===== config.mk =====
export PLATFORM = sky130hd
export DESIGN_NAME = pss_sniffer
export DESIGN_NICKNAME = d
export VERILOG_FILES = /design/src/rtl/pss_pkg.sv /design/src/rtl/pss_field_next.sv /design/src/rtl/pss_frame_store.sv /design/src/rtl/pss_sniffer.sv
export SDC_FILE = /design/constraint.sdc
export NUM_CORES = 1
export LEC_CHECK = 0
export BUFFER_PORTS_ARGS = -buffer_cell sky130_fd_sc_hd__buf_2
export CORE_ASPECT_RATIO = 0.6
export CORE_MARGIN = 5
export CORE_UTILIZATION = 35
export CTS_CLUSTER_SIZE = 25
export DETAILED_ROUTE_END_ITERATION = 16
export GPL_TIMING_DRIVEN = 0
export SYNTH_ARGS = -nofsm -noshare
export SYNTH_HDL_FRONTEND = slang
export SYNTH_SLANG_ARGS = --single-unit
export TNS_END_PERCENT = 20

===== constraint.sdc =====
create_clock -name clk -period 5.32 [get_ports clk]
set_input_delay 0 -clock clk [delete_from_list [all_inputs] [get_ports clk]]
set_output_delay 0 -clock clk [all_outputs]
set_load 0.03 [all_outputs]

===== src/rtl/pss_pkg.sv =====
package pss_pkg;
    localparam int BYTE_W = 8;
    localparam int SLOTS  = 6;
    localparam int SLOT_W = 3;
    localparam int FRAME_W = SLOTS * BYTE_W;

    typedef enum logic [1:0] {
        PH_IDLE = 2'd0,
        PH_REQ  = 2'd1,
        PH_RSP  = 2'd2
    } phase_e;

    typedef enum logic [SLOT_W-1:0] {
        FLD_PTSS = 3'd0,
        FLD_PTS0 = 3'd1,
        FLD_PTS1 = 3'd2,
        FLD_PTS2 = 3'd3,
        FLD_PTS3 = 3'd4,
        FLD_PCK  = 3'd5
    } field_e;
endpackage


===== src/rtl/pss_field_next.sv =====
module pss_field_next
    import pss_pkg::*;
(
    input  field_e     cur_i,
    input  logic [2:0] sel_i,   // PTS0 bits 6:4 of the frame
    output field_e     nxt_i
);
    always_comb begin
        nxt_i = FLD_PTSS;
        unique case (cur_i)
            FLD_PTSS: nxt_i = FLD_PTS0;
            FLD_PTS0: begin
                if (sel_i[0])      nxt_i = FLD_PTS1;
                else if (sel_i[1]) nxt_i = FLD_PTS2;
                else if (sel_i[2]) nxt_i = FLD_PTS3;
                else               nxt_i = FLD_PCK;
            end
            FLD_PTS1: begin
                if (sel_i[1])      nxt_i = FLD_PTS2;
                else if (sel_i[2]) nxt_i = FLD_PTS3;
                else               nxt_i = FLD_PCK;
            end
            FLD_PTS2: nxt_i = sel_i[2] ? FLD_PTS3 : FLD_PCK;
            FLD_PTS3: nxt_i = FLD_PCK;
            FLD_PCK:  nxt_i = FLD_PTSS;
            default:  nxt_i = FLD_PTSS;
        endcase
    end
endmodule


===== src/rtl/pss_frame_store.sv =====
module pss_frame_store
    import pss_pkg::*;
(
    input  logic               clk,
    input  logic               rst_n,
    input  logic               clear_i,
    input  logic               wr_i,
    input  logic [SLOT_W-1:0]  slot_i,
    input  logic [BYTE_W-1:0]  data_i,
    output logic [FRAME_W-1:0] frame_o,
    output logic               chk_ok_o
);
    logic [BYTE_W-1:0] acc_q;

    for (genvar k = 0; k < SLOTS; k++) begin : g_slot
        logic [BYTE_W-1:0] byte_q;
        always_ff @(posedge clk or negedge rst_n) begin
            if (!rst_n)
                byte_q <= '0;
            else if (wr_i && slot_i == SLOT_W'(k))
                byte_q <= data_i;
            else if (clear_i)
                byte_q <= '0;
        end
        assign frame_o[k*BYTE_W +: BYTE_W] = byte_q;
    end

    always_ff @(posedge clk or negedge rst_n) begin
        if (!rst_n)
            acc_q <= '0;
        else if (clear_i && wr_i)
            acc_q <= data_i;
        else if (clear_i)
            acc_q <= '0;
        else if (wr_i)
            acc_q <= acc_q ^ data_i;
    end

    assign chk_ok_o = ((acc_q ^ data_i) == '0);

    AST_SLOT_RANGE: assert property (@(posedge clk) disable iff (!rst_n)
        wr_i |-> (slot_i < SLOT_W'(SLOTS)));
endmodule


===== src/rtl/pss_sniffer.sv =====
module pss_sniffer
    import pss_pkg::*;
#(
    parameter logic [7:0] START_CODE = 8'hFF,
    parameter logic [3:0] DEF_FI     = 4'd1,
    parameter logic [3:0] DEF_DI     = 4'd1
) (
    input  logic        clk,
    input  logic        rst_n,
    input  logic        rx_valid_i,
    input  logic [7:0]  rx_byte_i,
    input  logic        idle_i,
    input  logic        timeout_i,
    output logic        busy_o,
    output logic [3:0]  fi_o,
    output logic [3:0]  di_o,
    output logic        apply_rate_o,
    output logic        done_o,
    output logic        abort_o,
    output logic        err_o,
    output logic [47:0] req_frame_o,
    output logic [47:0] rsp_frame_o
);
    phase_e phase_q, phase_d;
    field_e field_q, field_d, field_nxt;
    logic [2:0] sel_q, sel_now;
    logic start, abort_ev, take, at_pck;
    logic req_wr, req_clr, rsp_wr, rsp_clr, req_ok, rsp_ok;
    logic [SLOT_W-1:0] req_slot;

    assign start    = (phase_q == PH_IDLE) && rx_valid_i && idle_i && (rx_byte_i == START_CODE);
    assign abort_ev = (phase_q != PH_IDLE) && timeout_i;
    assign take     = (phase_q != PH_IDLE) && rx_valid_i && !timeout_i;
    assign at_pck   = take && (field_q == FLD_PCK);
    assign sel_now  = (field_q == FLD_PTS0) ? rx_byte_i[6:4] : sel_q;

    pss_field_next u_next (
        .cur_i (field_q),
        .sel_i (sel_now),
        .nxt_i (field_nxt)
    );

    // Frame storage, one per direction
    assign req_wr   = start || (take && phase_q == PH_REQ);
    assign req_clr  = start;
    assign req_slot = start ? SLOT_W'(FLD_PTSS) : SLOT_W'(field_q);
    assign rsp_wr   = take && (phase_q == PH_RSP);
    assign rsp_clr  = start || (rsp_wr && field_q == FLD_PTSS);

    pss_frame_store u_req (
        .clk      (clk),
        .rst_n    (rst_n),
        .clear_i  (req_clr),
        .wr_i     (req_wr),
        .slot_i   (req_slot),
        .data_i   (rx_byte_i),
        .frame_o  (req_frame_o),
        .chk_ok_o (req_ok)
    );

    pss_frame_store u_rsp (
        .clk      (clk),
        .rst_n    (rst_n),
        .clear_i  (rsp_clr),
        .wr_i     (rsp_wr),
        .slot_i   (SLOT_W'(field_q)),
        .data_i   (rx_byte_i),
        .frame_o  (rsp_frame_o),
        .chk_ok_o (rsp_ok)
    );

    // Next-state logic
    always_comb begin
        phase_d = phase_q;
        field_d = field_q;
        unique case (phase_q)
            PH_IDLE: begin
                if (start) begin
                    phase_d = PH_REQ;
                    field_d = FLD_PTS0;
                end
            end
            PH_REQ: begin
                if (abort_ev) begin
                    phase_d = PH_IDLE;
                    field_d = FLD_PTSS;
                end else if (take) begin
                    if (field_q == FLD_PCK) begin
                        phase_d = PH_RSP;
                        field_d = FLD_PTSS;
                    end else begin
                        field_d = field_nxt;
                    end
                end
            end
            PH_RSP: begin
                if (abort_ev) begin
                    phase_d = PH_IDLE;
                    field_d = FLD_PTSS;
                end else if (take) begin
                    if (field_q == FLD_PCK) begin
                        phase_d = PH_IDLE;
                        field_d = FLD_PTSS;
                    end else begin
                        field_d = field_nxt;
                    end
                end
            end
            default: begin
                phase_d = PH_IDLE;
                field_d = FLD_PTSS;
            end
        endcase
    end

    // State register
    always_ff @(posedge clk or negedge rst_n) begin
        if (!rst_n) begin
            phase_q <= PH_IDLE;
            field_q <= FLD_PTSS;
        end else begin
            phase_q <= phase_d;
            field_q <= field_d;
        end
    end

    // Outputs and captured fields
    always_ff @(posedge clk or negedge rst_n) begin
        if (!rst_n) begin
            sel_q        <= '0;
            err_o        <= 1'b0;
            apply_rate_o <= 1'b0;
            done_o       <= 1'b0;
            abort_o      <= 1'b0;
            fi_o         <= DEF_FI;
            di_o         <= DEF_DI;
        end else begin
            apply_rate_o <= 1'b0;
            done_o       <= 1'b0;
            abort_o      <= abort_ev;
            if (take && field_q == FLD_PTS0)
                sel_q <= rx_byte_i[6:4];
            if (start)
                err_o <= 1'b0;
            else if (at_pck && phase_q == PH_REQ && !req_ok)
                err_o <= 1'b1;
            else if (at_pck && phase_q == PH_RSP && !rsp_ok)
                err_o <= 1'b1;
            if (at_pck && phase_q == PH_RSP) begin
                done_o       <= 1'b1;
                apply_rate_o <= !err_o && rsp_ok;
            end
            if (rsp_wr && field_q == FLD_PTSS) begin
                fi_o <= DEF_FI;
                di_o <= DEF_DI;
            end else if (rsp_wr && field_q == FLD_PTS1) begin
                fi_o <= rx_byte_i[7:4];
                di_o <= rx_byte_i[3:0];
            end
        end
    end

    assign busy_o = (phase_q != PH_IDLE);

    AST_START_COND: assert property (@(posedge clk) disable iff (!rst_n)
        $rose(busy_o) |-> $past(rx_valid_i && idle_i && rx_byte_i == START_CODE));
    AST_APPLY_WITH_DONE: assert property (@(posedge clk) disable iff (!rst_n)
        apply_rate_o |-> (done_o && !busy_o));
    AST_APPLY_NO_ERR: assert property (@(posedge clk) disable iff (!rst_n)
        apply_rate_o |-> !err_o);
    AST_ABORT_IDLE: assert property (@(posedge clk) disable iff (!rst_n)
        abort_o |-> (!busy_o && !done_o));
    AST_ABORT_NEEDS_BUSY: assert property (@(posedge clk) disable iff (!rst_n)
        abort_o |-> $past(busy_o));
    AST_APPLY_ONE_CYCLE: assert property (@(posedge clk) disable iff (!rst_n)
        apply_rate_o |=> !apply_rate_o);
endmodule


==> results.md, run 1 <==
- The run finished with clean final reports.
- The first global-routing pass estimated 26800 µm of wire.
- The clock drives 131 sinks.
- The number of antenna diodes is 0.
- The total global routing track utilization is 0.183.
- The share of total power dissipated in combinational logic is 0.090.
- The time the final worst path needs with I/O delays and setup is 2.92 ns.
- Final hold analysis gives a worst-case slack of 0.00746 ns.
- The power share of the sequential group is 0.423.
- The clock insertion delay at the later pin of the skew report is 0.41 ns.
- The startpoint identified for the worst register-to-register timing path is phase_q[0].
- The die width is 173 µm.
- For this configuration, the core starts out at a cell density of 0.359.
- In this run the core area contains 35 standard-cell rows.
- The max-slew violation count was 0.
- The number of warnings reported in the yosys synthesis log is 0.
- TritonCTS built the clock tree.
- Summed over all instances, the cell type with the most area after synthesis is sky130_fd_sc_hd__dfrtp_1.
- Internal power comes to 1860 µW.
- Timing would allow up to 342 MHz.
- The top-level I/O count is 122.
- The pre-antenna-repair detailed-routing pass consisted of 5 iterations.
- Across the VDD grid, the largest voltage drop is 0.214 mV.
- After synthesis, the mean cell area works out to 11.0 µm².
- Entering global routing, the biggest net connects 74 pins.
- The core area is 15500 µm².
- The flop-to-flop setup slack is 2.40 ns.
- Compared with the post-synthesis result, the final layout area differs by 27.6%.
- The CTS H-tree depth is 4.
- The commonest non-fill, non-tap cell in the layout is sky130_fd_sc_hd__buf_2.
- The count of cells resized by post-cts repair is 0.
- The cell count after synthesis came out at 505.
- After synthesis, the cell types taking the most area are sky130_fd_sc_hd__dfrtp_1 58%, sky130_fd_sc_hd__a22o_1 7.1%, sky130_fd_sc_hd__nand2_1 5.7%.
- The net count of the finished layout is 663.
- The share of the Yosys chip area taken by registers is 0.591.
- The final cycle utilization of the critical path is 0.549.
- Adding up every negative setup slack in the final design gives 0 ns.
- The hold path startpoint is rx_byte_i[7].
- After detailed routing, the average wire length per cell comes to 19.5 µm.
- The sort of element at the start of the critical path is a flip-flop.
- The number of failing setup endpoints in the final timing report is 0.
- The depth of the worst hold-timing path is 3.
- In this run the tightest slew margin relative to its limit is 0.309.
- The total chip power is 2530 µW.
- Summed over all nets, the switching power comes to 668 µW.
- In the layout the commonest cells are 133 x sky130_fd_sc_hd__buf_2, 129 x sky130_fd_sc_hd__dfrtp_1, 85 x sky130_fd_sc_hd__nand2_1, 45 x sky130_fd_sc_hd__a22o_1, 33 x sky130_fd_sc_hd__nor2_1.
- Setup repair after global routing left no endpoint under its margin.
- The root buffer cell is sky130_fd_sc_hd__clkbuf_16.
- The min-delay analysis places its worst path in the category input pin to flip-flop.
- In the routed layout, each cell is associated on average with a via count of 5.19.
- The post-CTS setup buffer count is 0.
- The total global routing overflow is 0.
- The final number of hold-violating endpoints is 0.
- Of the post-synthesis cell area, the dominant cell type holds 0.582.
- The analysis attributes to cell leakage a power of 0.00373 µW.
- Of the total power, the clock network draws 0.487.
- The maximum buffer depth of the clock tree is 2.
- In this run, synthesis produced a sequential element count of 131.
- For the pin with the worst max-slew slack, the measured transition is 1.03 ns.
- The DRC violation count after routing is 0.
- The worst setup path startpoint is phase_q[0].
- The detailed-route via count is 4469.
- The synthesized net count is 522.
- The worst register-to-register path has a depth of 9.
- The die covers 18600 µm².
- The half-perimeter wire length of the detailed placement result is 11900 µm.
- The detail route stage leaves a number of antenna-violating nets equal to 0.
- For the worst setup path, the data arrival time is 3.25 ns.
- The count of buffers from port buffering is 117.
- The number of global-route vias before repair is 4682.
- In the final layout, the share of cells above drive strength 1 is 0.284.
- The critical path required time is 5.64 ns.
- The detailed router finished its first iteration with 363 violations.
- By startpoint and endpoint, the worst setup path is classified as flip-flop to flip-flop.
- The die height is 108 µm.
- The maximum fanout along the worst path is 10.
- The weighted congestion reported at the end of routability-driven placement is 0.822.
- In this run the power density over the cells is 357 nW/µm².
- Across the run, the number of max-cap violations was 0.
- On the final layout, the worst clock skew is 0.0108 ns.
- After detailed routing, the total wire length is 16800 µm.
- The initial antenna violation count is 0.
- The switching portion of total power is 0.264.
- TritonCTS created 17 clock buffers.
- The worst setup path is captured at a flip-flop.
- The clock-pin transition on the worst setup and hold timing paths is 0.07 ns.
- The number of distinct library cell variants in the gate-level netlist after synthesis is 47.
- The post-synthesis instance area is 5550 µm².
cell families after synthesis:
| logic type | share of synthesized area |
|---|---|
| flops | 0.591 |
| buf+inv | 0.0336 |
| simple gates | 0.144 |
| compound gates | 0.135 |
| mux | 0.0491 |
| xor+xnor | 0.0379 |
| fa+ha+maj | 0.00902 |
cell type report:
type | instances | area [µm²]
fillers | 1457 | 8380
multi-input cells | 332 | 2080
well taps | 203 | 254
repair buffers | 122 | 659
clock buffers | 17 | 425
plain buffers | 35 | 160
inverters | 7 | 26.3
clock inverters | 14 | 193
flip-flops and latches | 131 | 3280
metrics by stage:
step	instance area (µm²)	cells	utilization	setup slack, ns
4_1_cts	7080	861	0.458	2.43
5_1_grt	7080	861	0.458	2.21
2_1_floorplan	5550	505	-	3.09
3_5_place_dp	6420	826	0.416	2.47
3_3_place_gp	6390	825	0.413	2.50
6_report	7080	861	0.458	2.40
worst paths after layout:
kind	end
min reg2reg	apply_rate_o
min	u_rsp.acc_q[7]
max reg2reg	u_rsp.acc_q[2]
max in group asynchronous	u_req.g_slot[5].byte_q[2]
max	u_rsp.acc_q[2]
min in group asynchronous	u_rsp.g_slot[5].byte_q[4]
routing by layer:
metal  track usage  vias to the layer above  share of wire
met4        0.0345                        0         0.0078
met1         0.268                     2252           0.49
met3        0.0653                       13          0.079
li1              -                     2035              -
met2         0.263                      169           0.42
met5             0                        -              0
cell usage after synthesis, drive strengths merged:
library cell  count
dfstp             2
inv               6
or2               1
o21bai            1
and3              1
and3b             1
or3b              1
or4               1
ha                4
clkbuf           17
nor4              5
o41ai             2
o21ai            24
or3               2
a211o             1
a22oi             2
and2              3
a211oi            1
a31oi             9
xnor2             9
a22o             45
xor2             15
nand4bb           1
nand3b            2
nor2b             2
nand3            22
clkinv            1
a32oi             1
nor3b             1
nor3              3
nand2b            2
dfrtp           129
nand4             2
mux2             10
o22ai             1
buf              18
nor2             38
nand2            85
mux2i            16
a21oi            16
a311oi            1
or4b              1
timing repair:
action | CTS | global route
setup endpoints to repair | 0 | 0
hold buffers | 4 | 0
endpoints found under the hold margin | 62 | 0
worst max-delay path: stages (launching register included):
cell and delay [ns]:
sky130_fd_sc_hd__dfrtp_1 0.42, sky130_fd_sc_hd__inv_1 0.10, sky130_fd_sc_hd__ha_1 0.14, sky130_fd_sc_hd__buf_2 0.20
sky130_fd_sc_hd__nand3_1 0.13, sky130_fd_sc_hd__nor4_2 0.78, sky130_fd_sc_hd__nor2_1 0.35, sky130_fd_sc_hd__clkbuf_1 0.37
sky130_fd_sc_hd__nand2_1 0.17, sky130_fd_sc_hd__xor2_1 0.16
power by group through the flow:
| stage | clock network [µW] | logic [µW] | registers [µW] |
|---|---|---|---|
| after floorplan | 0 | 98.3 | 1120 |
| after global placement | 0 | 217 | 1080 |
| after detailed placement | 0 | 226 | 1090 |
| after CTS | 1250 | 229 | 1070 |
| after global routing | 1290 | 249 | 1070 |
| final | 1230 | 227 | 1070 |
sequential cells by signal, summed over array words and instances (netlist names), 2 cells and up:
register             cells
sel_q                    2
u_rsp.acc_q              8
fi_o                     4
field_q                  3
di_o                     4
u_rsp.g_slot.byte_q     48
u_req.g_slot.byte_q     48
phase_q                  2
u_req.acc_q              8
Power figures use the tool's default switching activity.
==> run 2, diff against run 1 <==
--- a/config.mk
+++ b/config.mk
@@ -5,6 +5,7 @@
 export SDC_FILE = /design/constraint.sdc
 export NUM_CORES = 1
 export LEC_CHECK = 0
+export ABC_AREA = 1
 export BUFFER_PORTS_ARGS = -buffer_cell sky130_fd_sc_hd__buf_2
 export CORE_ASPECT_RATIO = 0.6
 export CORE_MARGIN = 5
==> constraint.sdc (replaced) <==
create_clock -name clk -period 2.95 [get_ports clk]
set_input_delay 0 -clock clk [delete_from_list [all_inputs] [get_ports clk]]
set_output_delay 0 -clock clk [all_outputs]
set_load 0.03 [all_outputs]
==> results.md, run 2 <==
- The number of synthesized register bits is 131 (unchanged).
- The total global routing overflow is 0 (unchanged).
- The length of the first detailed-routing pass in iterations was 5 (unchanged).
- The final net count came to 774 (was 663).
- The synthesized net count was 629 (was 522).
- The initial antenna violation count is 0 (unchanged).
- The top cell type's share of synthesized area is 0.576 (was 0.582).
- Largest registers: u_req.g_slot.byte_q: 48 flops, u_rsp.g_slot.byte_q: 48 flops (unchanged).
- The number of failing setup endpoints in the final timing report is 0 (unchanged).
- The total negative setup slack is 0 ns (unchanged).
- The post-route cell area is 7200 µm² (was 7080 µm²).
- The via count normalized by instance count came to 4.91 (was 5.19).
- The main flop type after synthesis is sky130_fd_sc_hd__dfrtp_1 (unchanged).
- The post-CTS setup buffer count came to 0 (unchanged).
- The non-filler instance count after layout came to 972 (was 861).
- The DRC violation count after routing came to 0 (unchanged).
- The number of maximum-capacitance violations is 0 (unchanged).
- The count of mapped cells out of synthesis was 612 (was 505).
- The internal power summed over all cells is 3950 µW (was 1860 µW).
- The overall die area is 18700 µm² (was 18600 µm²).
- Most frequent cells in the layout: 158 x sky130_fd_sc_hd__nand2_1, 130 x sky130_fd_sc_hd__buf_2, 129 x sky130_fd_sc_hd__dfrtp_1, 75 x sky130_fd_sc_hd__o21ai_0, 58 x sky130_fd_sc_hd__nand3_1 (was 133 x sky130_fd_sc_hd__buf_2, 129 x sky130_fd_sc_hd__dfrtp_1, 85 x sky130_fd_sc_hd__nand2_1, 45 x sky130_fd_sc_hd__a22o_1, 33 x sky130_fd_sc_hd__nor2_1).
- The class of the most critical hold timing path is input pin to flip-flop (unchanged).
- The area overhead of the layout relative to synthesis came to 28.4% (was 27.6%).
- The portion of total power attributed to the clock network came to 0.377 (was 0.487).
- The post-layout worst setup margin is 0.762 ns (was 2.40 ns).
- The final cycle utilization of the critical path is 0.742 (was 0.549).
- The number of placement rows is 35 (unchanged).
- The average footprint of a synthesized cell is 9.16 µm² (was 11.0 µm²).
- The count of buffers from port buffering is 115 (was 117).
- The pin count of the biggest net entering global routing is 88 (was 74).
- The detailed-route via count is 4776 (was 4469).
- The number of sinks driven by the clock tree is 131 (unchanged).
- Unrepaired setup endpoints after global routing: no (unchanged).
- The leakage power of the design came to 0.00375 µW (was 0.00373 µW).
- The commonest non-fill, non-tap cell in the layout is sky130_fd_sc_hd__nand2_1 (was sky130_fd_sc_hd__buf_2).
- The net switching power is 2040 µW (was 668 µW).
- The sort of element at the start of the critical path is a flip-flop (unchanged).
- Synth area leaders: sky130_fd_sc_hd__dfrtp_1 58%, sky130_fd_sc_hd__nand2_1 11%, sky130_fd_sc_hd__o21ai_0 6.7% (was sky130_fd_sc_hd__dfrtp_1 58%, sky130_fd_sc_hd__a22o_1 7.1%, sky130_fd_sc_hd__nand2_1 5.7%).
- The die height is 108 µm (about the same).
- The quantity of hold-fixing buffers added after cts is 10 (was 4).
- The number of antenna diodes was 0 (unchanged).
- The maximum buffer depth of the clock tree is 2 (unchanged).
- The data arrival time at the worst-slack endpoint is 2.47 ns (was 3.25 ns).
- The root buffer cell was sky130_fd_sc_hd__clkbuf_16 (unchanged).
- The number of distinct library cell variants in the gate-level netlist after synthesis was 28 (was 47).
- The final number of hold-violating endpoints was 0 (unchanged).
- The number of placed instances, taps included is 931 (was 826).
- The async set-or-reset flop fraction in the synthesized netlist is 1.00 (unchanged).
- The weighted congestion reported at the end of routability-driven placement is 0.875 (was 0.822).
- The die width is 173 µm (about the same).
- The max-slew headroom at the worst pin is 0.492 (was 0.309).
- Most frequent cells after synthesis: 158 x sky130_fd_sc_hd__nand2_1, 129 x sky130_fd_sc_hd__dfrtp_1, 75 x sky130_fd_sc_hd__o21ai_0 (was 129 x sky130_fd_sc_hd__dfrtp_1, 85 x sky130_fd_sc_hd__nand2_1, 45 x sky130_fd_sc_hd__a22o_1).
- The most used standard cell by instance count after synthesis is sky130_fd_sc_hd__nand2_1 (was sky130_fd_sc_hd__dfrtp_1).
- The endpoint type of the worst setup path is a flip-flop (unchanged).
- The time the final worst path needs with I/O delays and setup was 2.19 ns (was 2.92 ns).
- The slew of the pin with the lowest slew margin is 0.761 ns (was 1.03 ns).
- The maximum resistive drop on vdd was 0.494 mV (was 0.214 mV).
- The count of antenna-violating nets left after detailed routing is 0 (unchanged).
- The top-level I/O count is 122 (unchanged).
- The number of synthesized flops with an enable pin is 0 (unchanged).
- The half-perimeter wire length of the detailed placement result was 12000 µm (was 11900 µm).
- The fmax was 457 MHz (was 342 MHz).
- The maximum fanout along the worst path is 10 (unchanged).
- The clock tree skew after final layout is 0.00983 ns (was 0.0108 ns).
- The CTS H-tree depth is 4 (unchanged).
- The total clock buffers created by CTS came to 17 (unchanged).
- The placed instance area is 6470 µm² (was 6420 µm²).
- The flop-to-flop setup slack is 0.76 ns (was 2.40 ns).
- The start-to-end type of the worst setup path is flip-flop to flip-flop (unchanged).
- The share of the yosys chip area belonging to registers is 0.585 (was 0.591).
- The power density normalized to cell area is 832 nW/µm² (was 357 nW/µm²).
- The clock insertion delay at the later pin of the skew report is 0.41 ns (about the same).
- The power share of the sequential group is 0.379 (was 0.423).
- The count of cells resized by post-cts repair is 0 (unchanged).
- The max-slew violation count was 0 (unchanged).
- The setup slack at placement is 0.793 ns (was 2.47 ns).
- The critical path required time is 3.23 ns (was 5.64 ns).
- The total chip power was 5990 µW (was 2530 µW).
- The cell taking the most area after synthesis is sky130_fd_sc_hd__dfrtp_1 (unchanged).
- The share of final-layout standard cells stronger than drive strength 1 is 0.255 (was 0.284).
- The mean routed wirelength per cell is 17.3 µm (was 19.5 µm).
- The core area is 15500 µm² (about the same).
- The wire length reported by the detailed router is 16800 µm (about the same).
- The wire length of the first global-routing pass is 26500 µm (was 26800 µm).
- The number of global-route vias before repair came to 4624 (was 4682).
- The post-synthesis instance area is 5610 µm² (was 5550 µm²).
- The starting density of the core is 0.361 (was 0.359).
- The switching portion of total power is 0.340 (was 0.264).
- The combinational group share of total power was 0.245 (was 0.090).
- The clock-pin transition on the worst setup and hold timing paths is 0.06 ns (was 0.07 ns).
- The total global routing track utilization was 0.181 (was 0.183).
- Result of the run: finished clean (unchanged).
- The TritonCTS clock tree is done (unchanged).
- The number of warnings reported in the yosys synthesis log is 0 (unchanged).
- The number of DRC markers in iteration 0 is 320 (was 363).
==> run 2: cell types whose count changed after synthesis, sizes merged, moves of 3 or more <==
cell	delta
nor4	-5
clkbuf	-6
nand2	+76
nand3	+39
mux2	-10
inv	+41
and2	-3
mux2i	-16
a21oi	-12
xor2	-4
a31oi	-8
nand4	+3
o21ai	+83
a22o	-45
==> run 2: kinds of logic (layout without fill, tap and decap cells) <==
| logic type | after synthesis | in the layout | share of synthesized area |
|---|---|---|---|
| and+or+nand+nor | 266 | 266 | 0.213 |
| xor gates and xnor gates | 22 | 22 | 0.0344 |
| DFF | 131 | 131 | 0.585 |
| adders and majority gates | 4 | 4 | 0.00893 |
| AOI/OAI and AO/OA | 113 | 113 | 0.102 |
| buffers and inverters | 76 | 233 | 0.0565 |
==> run 2: final timing paths <==
| path | from | end | cells past startpoint |
|---|---|---|---|
| worst min-delay path | idle_i | err_o | 4 |
| min in group asynchronous | rst_n | u_rsp.g_slot[2].byte_q[1] | 2 |
| worst max-delay path | phase_q[0] | u_req.g_slot[3].byte_q[7] | 9 |
| max in group asynchronous | rst_n | phase_q[1] | 3 |
| worst max register to register | phase_q[0] | u_req.g_slot[3].byte_q[7] | 9 |
| worst min register to register | err_o | apply_rate_o | 1 |
==> run 2: power groups by stage <==
stage | Clock [µW] | Combinational (µW) | Sequential, µW
2_1_floorplan | 0 | 676 | 2600
3_3_place_gp | 0 | 1420 | 2290
3_5_place_dp | 0 | 1450 | 2290
4_1_cts | 2290 | 1470 | 2260
5_1_grt | 2370 | 1620 | 2300
6_report | 2260 | 1460 | 2270
==> run 2: worst max-delay path: stages, from the launching register on <==
cell and delay, ns:
sky130_fd_sc_hd__dfrtp_1 0.40, sky130_fd_sc_hd__inv_1 0.08, sky130_fd_sc_hd__ha_1 0.29, sky130_fd_sc_hd__inv_2 0.13, sky130_fd_sc_hd__nand3b_4 0.13, sky130_fd_sc_hd__nor2_4 0.22
sky130_fd_sc_hd__nand4_1 0.36, sky130_fd_sc_hd__buf_2 0.30, sky130_fd_sc_hd__nand3_1 0.07, sky130_fd_sc_hd__o21ai_0 0.08
==> run 2: metrics by stage <==
stage / util / hold slack (ns)
CTS: 0.463 / 0.0516
floorplan: - / -0.296
global route: 0.463 / 0.101
detailed placement: 0.416 / -0.0347
global placement: 0.414 / 0.306
finish: 0.463 / 0.0729
==> run 2: metal layers <==
layer,wire length [µm],track usage,vias to the layer above,part of all wire
met5,0,0,-,0
met4,89,0.0393,0,0.0053
met3,1220,0.0454,10,0.072
met2,6760,0.251,172,0.40
met1,8720,0.283,2322,0.52
li1,-,-,2272,-
==> run 2: cell type report <==
| type | instances | area (µm²) |
|---|---|---|
| Timing Repair Buffer | 126 | 709 |
| Buffer | 29 | 140 |
| Clock buffer | 17 | 425 |
| Sequential cell | 131 | 3280 |
| Multi-Input combinational cell | 405 | 2010 |
| Clock inverter | 14 | 201 |
| Inverter | 47 | 176 |
| Tap cell | 203 | 254 |
| Fill cell | 1494 | 8350 |
